`config.mk`:
```
export PLATFORM = sky130hd
export DESIGN_NAME = fcs_tx_inserter
export DESIGN_NICKNAME = d
export VERILOG_FILES = /design/src/rtl/fcsi_pkg.sv /design/src/rtl/fcsi_crc16.sv /design/src/rtl/fcsi_regs.sv /design/src/rtl/fcsi_out_stage.sv /design/src/rtl/fcs_tx_inserter.sv
export SDC_FILE = /design/constraint.sdc
export NUM_CORES = 1
export LEC_CHECK = 0
export BUFFER_PORTS_ARGS = -buffer_cell sky130_fd_sc_hd__clkbuf_2
export CORE_UTILIZATION = 45
export CTS_CLUSTER_DIAMETER = 150
export DETAILED_ROUTE_END_ITERATION = 6
export PLACE_DENSITY = 0.67
export SLEW_MARGIN = 15
export SYNTH_ARGS = -nofsm -noshare
export SYNTH_HDL_FRONTEND = slang
export SYNTH_SLANG_ARGS = --single-unit
```
`constraint.sdc`:
```
create_clock -name clk -period 2.5 [get_ports clk]
set_input_delay 0.5 -clock clk [delete_from_list [all_inputs] [get_ports clk]]
set_output_delay 0.5 -clock clk [all_outputs]
set_load 0.05 [all_outputs]
```
`src/rtl/fcsi_pkg.sv`:
```
package fcsi_pkg;

  typedef enum logic [2:0] {
    ST_HDR,
    ST_PASS,
    ST_PAY,
    ST_FCS_LO,
    ST_FCS_HI,
    ST_DRAIN
  } fcsi_state_e;

  localparam int MIN_INS_LEN = 3;
  localparam logic [15:0] CRC_POLY_REFL = 16'h8408;

  // One octet of the reflected CRC, least significant bit first.
  function automatic logic [15:0] crc16_step(input logic [15:0] c, input logic [7:0] d);
    logic [15:0] r;
    r = c;
    for (int b = 0; b < 8; b++) begin
      if (r[0] ^ d[b]) r = (r >> 1) ^ CRC_POLY_REFL;
      else             r = r >> 1;
    end
    return r;
  endfunction

endpackage

```
`src/rtl/fcsi_crc16.sv`:
```
module fcsi_crc16 (
  input  logic        clk,
  input  logic        rst,
  input  logic        clr,
  input  logic        upd,
  input  logic [7:0]  din,
  output logic [15:0] crc
);
  import fcsi_pkg::*;

  always_ff @(posedge clk) begin
    if (rst || clr) crc <= '0;
    else if (upd)   crc <= crc16_step(crc, din);
  end
endmodule

```
`src/rtl/fcsi_regs.sv`:
```
module fcsi_regs #(
  parameter int ADDR_W    = 6,
  parameter int DATA_W    = 8,
  parameter int PWR_W     = 4,
  parameter logic [ADDR_W-1:0] CTRL_ADDR = 6'h05
) (
  input  logic              clk,
  input  logic              rst,
  input  logic              wr_en,
  input  logic              rd_en,
  input  logic [ADDR_W-1:0] addr,
  input  logic [DATA_W-1:0] wdata,
  output logic [DATA_W-1:0] rdata,
  output logic              ins_en,
  output logic [PWR_W-1:0]  pwr
);
  localparam int EN_BIT = DATA_W - 1;
  localparam int RSV_W  = DATA_W - 1 - PWR_W;

  logic sel;
  logic unused_rsv_bits;

  assign sel = (addr == CTRL_ADDR);
  assign unused_rsv_bits = ^wdata[EN_BIT-1:PWR_W];

  always_ff @(posedge clk) begin
    if (rst) begin
      ins_en <= 1'b0;
      pwr    <= '0;
    end else if (wr_en && sel) begin
      ins_en <= wdata[EN_BIT];
      pwr    <= wdata[PWR_W-1:0];
    end
  end

  always_ff @(posedge clk) begin
    if (rst)                 rdata <= '0;
    else if (rd_en && sel)   rdata <= {ins_en, {RSV_W{1'b0}}, pwr};
    else if (rd_en)          rdata <= '0;
  end
endmodule

```
`src/rtl/fcsi_out_stage.sv`:
```
module fcsi_out_stage #(
  parameter int DATA_W = 8
) (
  input  logic              clk,
  input  logic              rst,
  input  logic              push,
  input  logic [DATA_W-1:0] push_data,
  input  logic              push_last,
  output logic              can_load,
  output logic              out_valid,
  input  logic              out_ready,
  output logic [DATA_W-1:0] out_data,
  output logic              out_last
);
  assign can_load = !out_valid || out_ready;

  always_ff @(posedge clk) begin
    if (rst) begin
      out_valid <= 1'b0;
      out_data  <= '0;
      out_last  <= 1'b0;
    end else if (push) begin
      out_valid <= 1'b1;
      out_data  <= push_data;
      out_last  <= push_last;
    end else if (out_ready) begin
      out_valid <= 1'b0;
    end
  end
endmodule

```
`src/rtl/fcs_tx_inserter.sv`:
```
module fcs_tx_inserter #(
  parameter int DATA_W = 8,
  parameter int LEN_W  = 7,
  parameter int ADDR_W = 6,
  parameter int PWR_W  = 4,
  parameter logic [ADDR_W-1:0] CTRL_ADDR = 6'h05
) (
  input  logic              clk,
  input  logic              rst,
  input  logic              reg_wr_en,
  input  logic              reg_rd_en,
  input  logic [ADDR_W-1:0] reg_addr,
  input  logic [DATA_W-1:0] reg_wdata,
  output logic [DATA_W-1:0] reg_rdata,
  output logic [PWR_W-1:0]  tx_pwr,
  input  logic              in_valid,
  output logic              in_ready,
  input  logic [DATA_W-1:0] in_data,
  input  logic              in_last,
  output logic              out_valid,
  input  logic              out_ready,
  output logic [DATA_W-1:0] out_data,
  output logic              out_last
);
  import fcsi_pkg::*;

  localparam logic [LEN_W-1:0] LEN_MIN = LEN_W'(MIN_INS_LEN);
  localparam logic [LEN_W-1:0] LEN_ONE = LEN_W'(1);

  fcsi_state_e       state;
  logic [LEN_W-1:0]  remain;
  logic              dummy_pend;
  logic              ins_en;
  logic              can_load;
  logic              push;
  logic [DATA_W-1:0] push_data;
  logic              push_last;
  logic              crc_clr;
  logic              crc_upd;
  logic [15:0]       crc;
  logic [LEN_W-1:0]  hdr_len;

  assign hdr_len = in_data[LEN_W-1:0];

  fcsi_regs #(
    .ADDR_W(ADDR_W), .DATA_W(DATA_W), .PWR_W(PWR_W), .CTRL_ADDR(CTRL_ADDR)
  ) regs_i (
    .clk(clk), .rst(rst), .wr_en(reg_wr_en), .rd_en(reg_rd_en),
    .addr(reg_addr), .wdata(reg_wdata), .rdata(reg_rdata),
    .ins_en(ins_en), .pwr(tx_pwr)
  );

  fcsi_crc16 crc_i (
    .clk(clk), .rst(rst), .clr(crc_clr), .upd(crc_upd),
    .din(in_data), .crc(crc)
  );

  fcsi_out_stage #(.DATA_W(DATA_W)) ostg_i (
    .clk(clk), .rst(rst), .push(push), .push_data(push_data),
    .push_last(push_last), .can_load(can_load), .out_valid(out_valid),
    .out_ready(out_ready), .out_data(out_data), .out_last(out_last)
  );

  always_comb begin
    in_ready  = 1'b0;
    push      = 1'b0;
    push_data = in_data;
    push_last = 1'b0;
    crc_clr   = 1'b0;
    crc_upd   = 1'b0;
    unique case (state)
      ST_HDR: begin
        in_ready  = can_load;
        push      = in_valid && can_load;
        push_last = in_last;
        crc_clr   = push;
      end
      ST_PASS: begin
        in_ready  = can_load;
        push      = in_valid && can_load;
        push_last = in_last;
      end
      ST_PAY: begin
        in_ready  = can_load;
        push      = in_valid && can_load;
        crc_upd   = push;
      end
      ST_FCS_LO: begin
        push      = can_load;
        push_data = crc[7:0];
      end
      ST_FCS_HI: begin
        push      = can_load;
        push_data = crc[15:8];
        push_last = 1'b1;
      end
      ST_DRAIN: begin
        in_ready  = 1'b1;
      end
      default: ;
    endcase
  end

  always_ff @(posedge clk) begin
    if (rst) begin
      state      <= ST_HDR;
      remain     <= '0;
      dummy_pend <= 1'b0;
    end else begin
      unique case (state)
        ST_HDR: if (push && !in_last) begin
          if (ins_en && hdr_len >= LEN_MIN) begin
            state  <= ST_PAY;
            remain <= hdr_len - LEN_W'(2);
          end else begin
            state  <= ST_PASS;
          end
        end
        ST_PASS: if (push && in_last) state <= ST_HDR;
        ST_PAY: if (push) begin
          remain <= remain - LEN_ONE;
          if (remain == LEN_ONE) begin
            state      <= ST_FCS_LO;
            dummy_pend <= !in_last;
          end
        end
        ST_FCS_LO: if (push) state <= ST_FCS_HI;
        ST_FCS_HI: if (push) state <= dummy_pend ? ST_DRAIN : ST_HDR;
        ST_DRAIN: if (in_valid && in_last) state <= ST_HDR;
        default: state <= ST_HDR;
      endcase
    end
  end
endmodule

```
==> metrics.txt <==
# TYPE chip_impl_metric gauge
chip_impl_metric{name="max-vdd-ir-drop",unit="uV"} 328
chip_impl_metric{name="cts_hold_buf",unit=""} 0
chip_impl_metric{name="critical_path_required",unit="ps"} 2000
chip_impl_metric{name="p_comb_share",unit="%"} 20.5
chip_impl_info{name="r2r-start",value="remain[0]$_SDFFE_PP0P_"} 1
chip_impl_metric{name="fin_setup_tns",unit="ps"} 0
chip_impl_metric{name="count_of_flip_flops_with_a_built_in_enable_after_synthesis",unit=""} 0
chip_impl_metric{name="post_cts_resize_count",unit=""} 0
chip_impl_metric{name="design.core.area",unit="um2"} 5680
chip_impl_info{name="run_status",value="finished, final reports clean"} 1
chip_impl_metric{name="fin_crit",unit="ps"} 2050
chip_impl_metric{name="fin_area",unit="um2"} 3110
chip_impl_info{name="mostFrequentLayoutCell",value="dfxtp_1"} 1
chip_impl_metric{name="postCtsSetupBuffers",unit=""} 0
chip_impl_metric{name="maximum_clock_path_buffer_count",unit=""} 2
chip_impl_metric{name="dpl.hpwl",unit="um"} 4650
chip_impl_metric{name="ys_async_sr_fraction",unit="%"} 0
chip_impl_metric{name="grt_pass1_vias",unit=""} 2318
chip_impl_metric{name="setup.reg_to_reg.worst_slack",unit="ps"} 470
chip_impl_metric{name="setup_viol",unit=""} 0
chip_impl_metric{name="pleak",unit="nW"} 1.13
chip_impl_metric{name="htreeDepth",unit=""} 2
chip_impl_metric{name="critical_path.max_fanout",unit=""} 14
chip_impl_metric{name="grt_antenna_before_repair",unit=""} 0
chip_impl_metric{name="post_synth_fa_ha_maj_area_fraction",unit="%"} 1.83
chip_impl_metric{name="p_switching",unit="W"} 0.000542
chip_impl_metric{name="initial_utilization",unit="%"} 48.1
chip_impl_metric{name="wire_length_of_the_first_global_routing_pass",unit="um"} 11000
chip_impl_metric{name="synth_compound_area_share",unit="%"} 25.8
chip_impl_metric{name="gr-total-overflow",unit=""} 0
chip_impl_metric{name="synth_cell_type_count",unit=""} 49
chip_impl_metric{name="worst_hold_path_stage_count",unit=""} 3
chip_impl_metric{name="power.switching_fraction",unit="%"} 29.4
chip_impl_metric{name="chipWidth",unit="um"} 79.9
chip_impl_info{name="crit_path_end_kind",value="output pin"} 1
chip_impl_metric{name="clk_pin_slew",unit="ps"} 90
chip_impl_metric{name="via_count",unit=""} 2591
chip_impl_metric{name="die_area",unit="um2"} 6380
chip_impl_metric{name="drcViolationCount",unit=""} 0
chip_impl_metric{name="ys_seq_elements",unit=""} 47
chip_impl_metric{name="post_synth_mux_area_share",unit="%"} 0.734
chip_impl_metric{name="postLayoutSetupSlackWorst",unit="ps"} 448
chip_impl_metric{name="synth_xor_area_share",unit="%"} 8.99
chip_impl_metric{name="pwr-share-clk",unit="%"} 36.6
chip_impl_metric{name="skew",unit="ps"} 9.16
chip_impl_metric{name="netlist_area",unit="um2"} 2730
chip_impl_info{name="timing.critical_path.from_type",value="register"} 1
chip_impl_info{name="main_combinational_cell_family_by_area_after_synthesis",value="compound AO/OA/AOI/OAI gates"} 1
chip_impl_metric{name="placed_area",unit="um2"} 2980
chip_impl_metric{name="ys_seq_area_share",unit="%"} 34.5
chip_impl_metric{name="internal_power",unit="W"} 0.00130
chip_impl_metric{name="period_share",unit="%"} 82.1
chip_impl_info{name="layout_common_cells",value="dfxtp_1, clkbuf_2, nand2_1"} 1
chip_impl_info{name="hold_start",value="reg_wdata[1]"} 1
chip_impl_metric{name="worstMarginPinSlew",unit="ps"} 699
chip_impl_metric{name="timing.reg2reg.worst_path_depth",unit=""} 7
chip_impl_metric{name="yosys_warnings",unit=""} 0
chip_impl_metric{name="timing.fmax",unit="GHz"} 0.487
chip_impl_info{name="synth_flop_cell",value="dfxtp_1"} 1
chip_impl_metric{name="arrival",unit="ps"} 1550
chip_impl_metric{name="maxCapViolCount",unit=""} 0
chip_impl_metric{name="pwr_density_cell",unit="nW/um2"} 591
chip_impl_metric{name="die_h",unit="um"} 79.9
chip_impl_metric{name="ios",unit=""} 52
chip_impl_metric{name="final_hold_viol_count",unit=""} 0
chip_impl_metric{name="area_growth_syn_to_layout",unit="%"} 13.9
chip_impl_metric{name="detail_route.wirelength",unit="um"} 6620
chip_impl_metric{name="cts.sinks",unit=""} 47
chip_impl_metric{name="drive_gt1_share",unit="%"} 18.7
chip_impl_metric{name="placed_cells",unit=""} 449
chip_impl_metric{name="final_net_count",unit=""} 417
chip_impl_info{name="min_to",value="regs_i.pwr[1]$_SDFFE_PP0P_"} 1
chip_impl_metric{name="timing.slew.headroom",unit="%"} 53.3
chip_impl_metric{name="routabilityCongestion",unit=""} 0.833
chip_impl_metric{name="syn-mean-instance-area",unit="um2"} 7.73
chip_impl_info{name="cts-root-buf",value="clkbuf_8"} 1
chip_impl_info{name="grt_setup_unrepaired",value="false"} 1
chip_impl_info{name="hold_class",value="input port to register"} 1
chip_impl_metric{name="power.sequential.fraction",unit="%"} 43.0
chip_impl_metric{name="grt_util_all_layers",unit="%"} 22.1
chip_impl_metric{name="detail_route.first_pass.iterations",unit=""} 4
chip_impl_metric{name="finalMaxSlewViolations",unit=""} 0
chip_impl_metric{name="fin_cells",unit=""} 457
chip_impl_metric{name="synth_cells",unit=""} 353
chip_impl_metric{name="place_worst_setup_slack",unit="ps"} 335
chip_impl_metric{name="grt_start_max_net_pins",unit=""} 24
chip_impl_metric{name="avgRoutedWirePerCell",unit="um"} 14.5
chip_impl_metric{name="total_cts_buffers",unit=""} 5
chip_impl_metric{name="drt-initial-drc-count",unit=""} 196
chip_impl_metric{name="synth_simple_gate_area_share",unit="%"} 21.0
chip_impl_metric{name="vias_per_cell",unit=""} 5.67
chip_impl_info{name="criticalPathCategory",value="register to output pin"} 1
chip_impl_metric{name="place.port_buffers",unit=""} 45
chip_impl_metric{name="row_count",unit=""} 27
chip_impl_metric{name="num_antenna_cells",unit=""} 0
chip_impl_metric{name="clock_latency_late_sink",unit="ps"} 300
chip_impl_metric{name="drt_antenna_net_count",unit=""} 0
chip_impl_info{name="crit-reg2reg-capture",value="remain[6]$_SDFFE_PP0P_"} 1
chip_impl_info{name="tritoncts",value="built"} 1
layer usage:
layer / wire length (um) / GRT usage, %
met5: 0 / 0
met4: 83 / 6.07
met3: 485 / 5.71
met2: 2860 / 35.6
met1: 3200 / 29.0
worst max-delay path, stage by stage (launching register included):
cell and delay [ps]:
dfxtp_1 600, nor3b_1 130, nor3_1 210, clkbuf_2 300
area by class of cell:
cell class	count	area, um2
clock buffers	6	72.6
clock inverters	2	60.1
fillers	535	2570
inverters	11	41.3
multi-input cells	264	1600
flip-flops and latches	47	941
well taps	72	90.1
repair buffers	55	300
per-stage QoR:
step | utilization, % | power, W | hold WS (ps)
4_1_cts | 54.8 | 0.00184 | 414
2_1_floorplan | - | 0.00110 | 445
5_1_grt | 54.8 | 0.00191 | 422
3_5_place_dp | 52.4 | 0.00118 | 460
6_report | 54.8 | 0.00184 | 420
3_3_place_gp | 52.4 | 0.00117 | 456
how the worst max path moves through the flow:
| stage | startpoint | endpoint | slack, ps | cells after the start |
|---|---|---|---|---|
| after global placement | in_data[5] | remain[2]$_SDFFE_PP0P_ | 340 | 6 |
| final | state[2]$_SDFFE_PP0P_ | in_ready | 450 | 3 |
| after global routing | state[2]$_SDFFE_PP0P_ | in_ready | 310 | 3 |
| after detailed placement | in_data[5] | remain[0]$_SDFFE_PP0P_ | 330 | 6 |
| after CTS | state[2]$_SDFFE_PP0P_ | in_ready | 460 | 3 |
| after floorplan | state[2]$_SDFFE_PP0P_ | in_ready | 190 | 3 |
flip-flops by register name (all words and copies together) (netlist names), 3 cells and up:
signal           flops
crc_i.crc           16
state                3
ostg_i.out_data      8
remain               7
regs_i.pwr           4
regs_i.rdata         5
synthesized netlist by cell type, types with 2 or more instances:
cell type,instances,area share [%]
dfxtp_1,47,34
nand2_1,40,5.5
nor2_1,32,4.4
a21oi_1,28,5.1
o22ai_1,24,5.5
clkbuf_1,22,3.0
xnor2_1,22,7.1
nand3_1,16,2.9
nor3_1,12,2.2
inv_1,10,1.4
nand2b_1,8,1.8
a22oi_1,7,1.9
o31ai_1,7,1.9
buf_2,6,1.1
o21ai_0,6,1.1
xor2_1,6,1.9
o211ai_1,5,1.4
o21a_1,5,1.4
o21ai_1,5,0.92
ha_1,4,1.8
buf_4,3,0.83
nor3b_1,3,0.83
a211oi_1,2,0.55
a21oi_2,2,0.64
a31oi_1,2,0.46
a32o_1,2,0.73
mux2i_1,2,0.73
nor2b_1,2,0.46
o311a_1,2,0.73
o311ai_0,2,0.64
power by group through the flow:
stage          Sequential (W)  Combinational, W  Clock (W)
2_1_floorplan        0.000830          0.000268          0
3_3_place_gp         0.000807          0.000365          0
3_5_place_dp         0.000807          0.000370          0
4_1_cts              0.000789          0.000372   0.000682
5_1_grt              0.000792          0.000409   0.000710
6_report             0.000790          0.000376   0.000672
kinds of logic after synthesis:
group / after synthesis
adder cells (fa/ha/maj): 4
XOR/XNOR: 28
multiplexers: 2
AND/OR/NAND/NOR: 123
other: 1
flip-flops: 47
AO/OA/AOI/OAI: 104
buffers and inverters: 44
No activity file was read; power rests on OpenSTA's default activity.
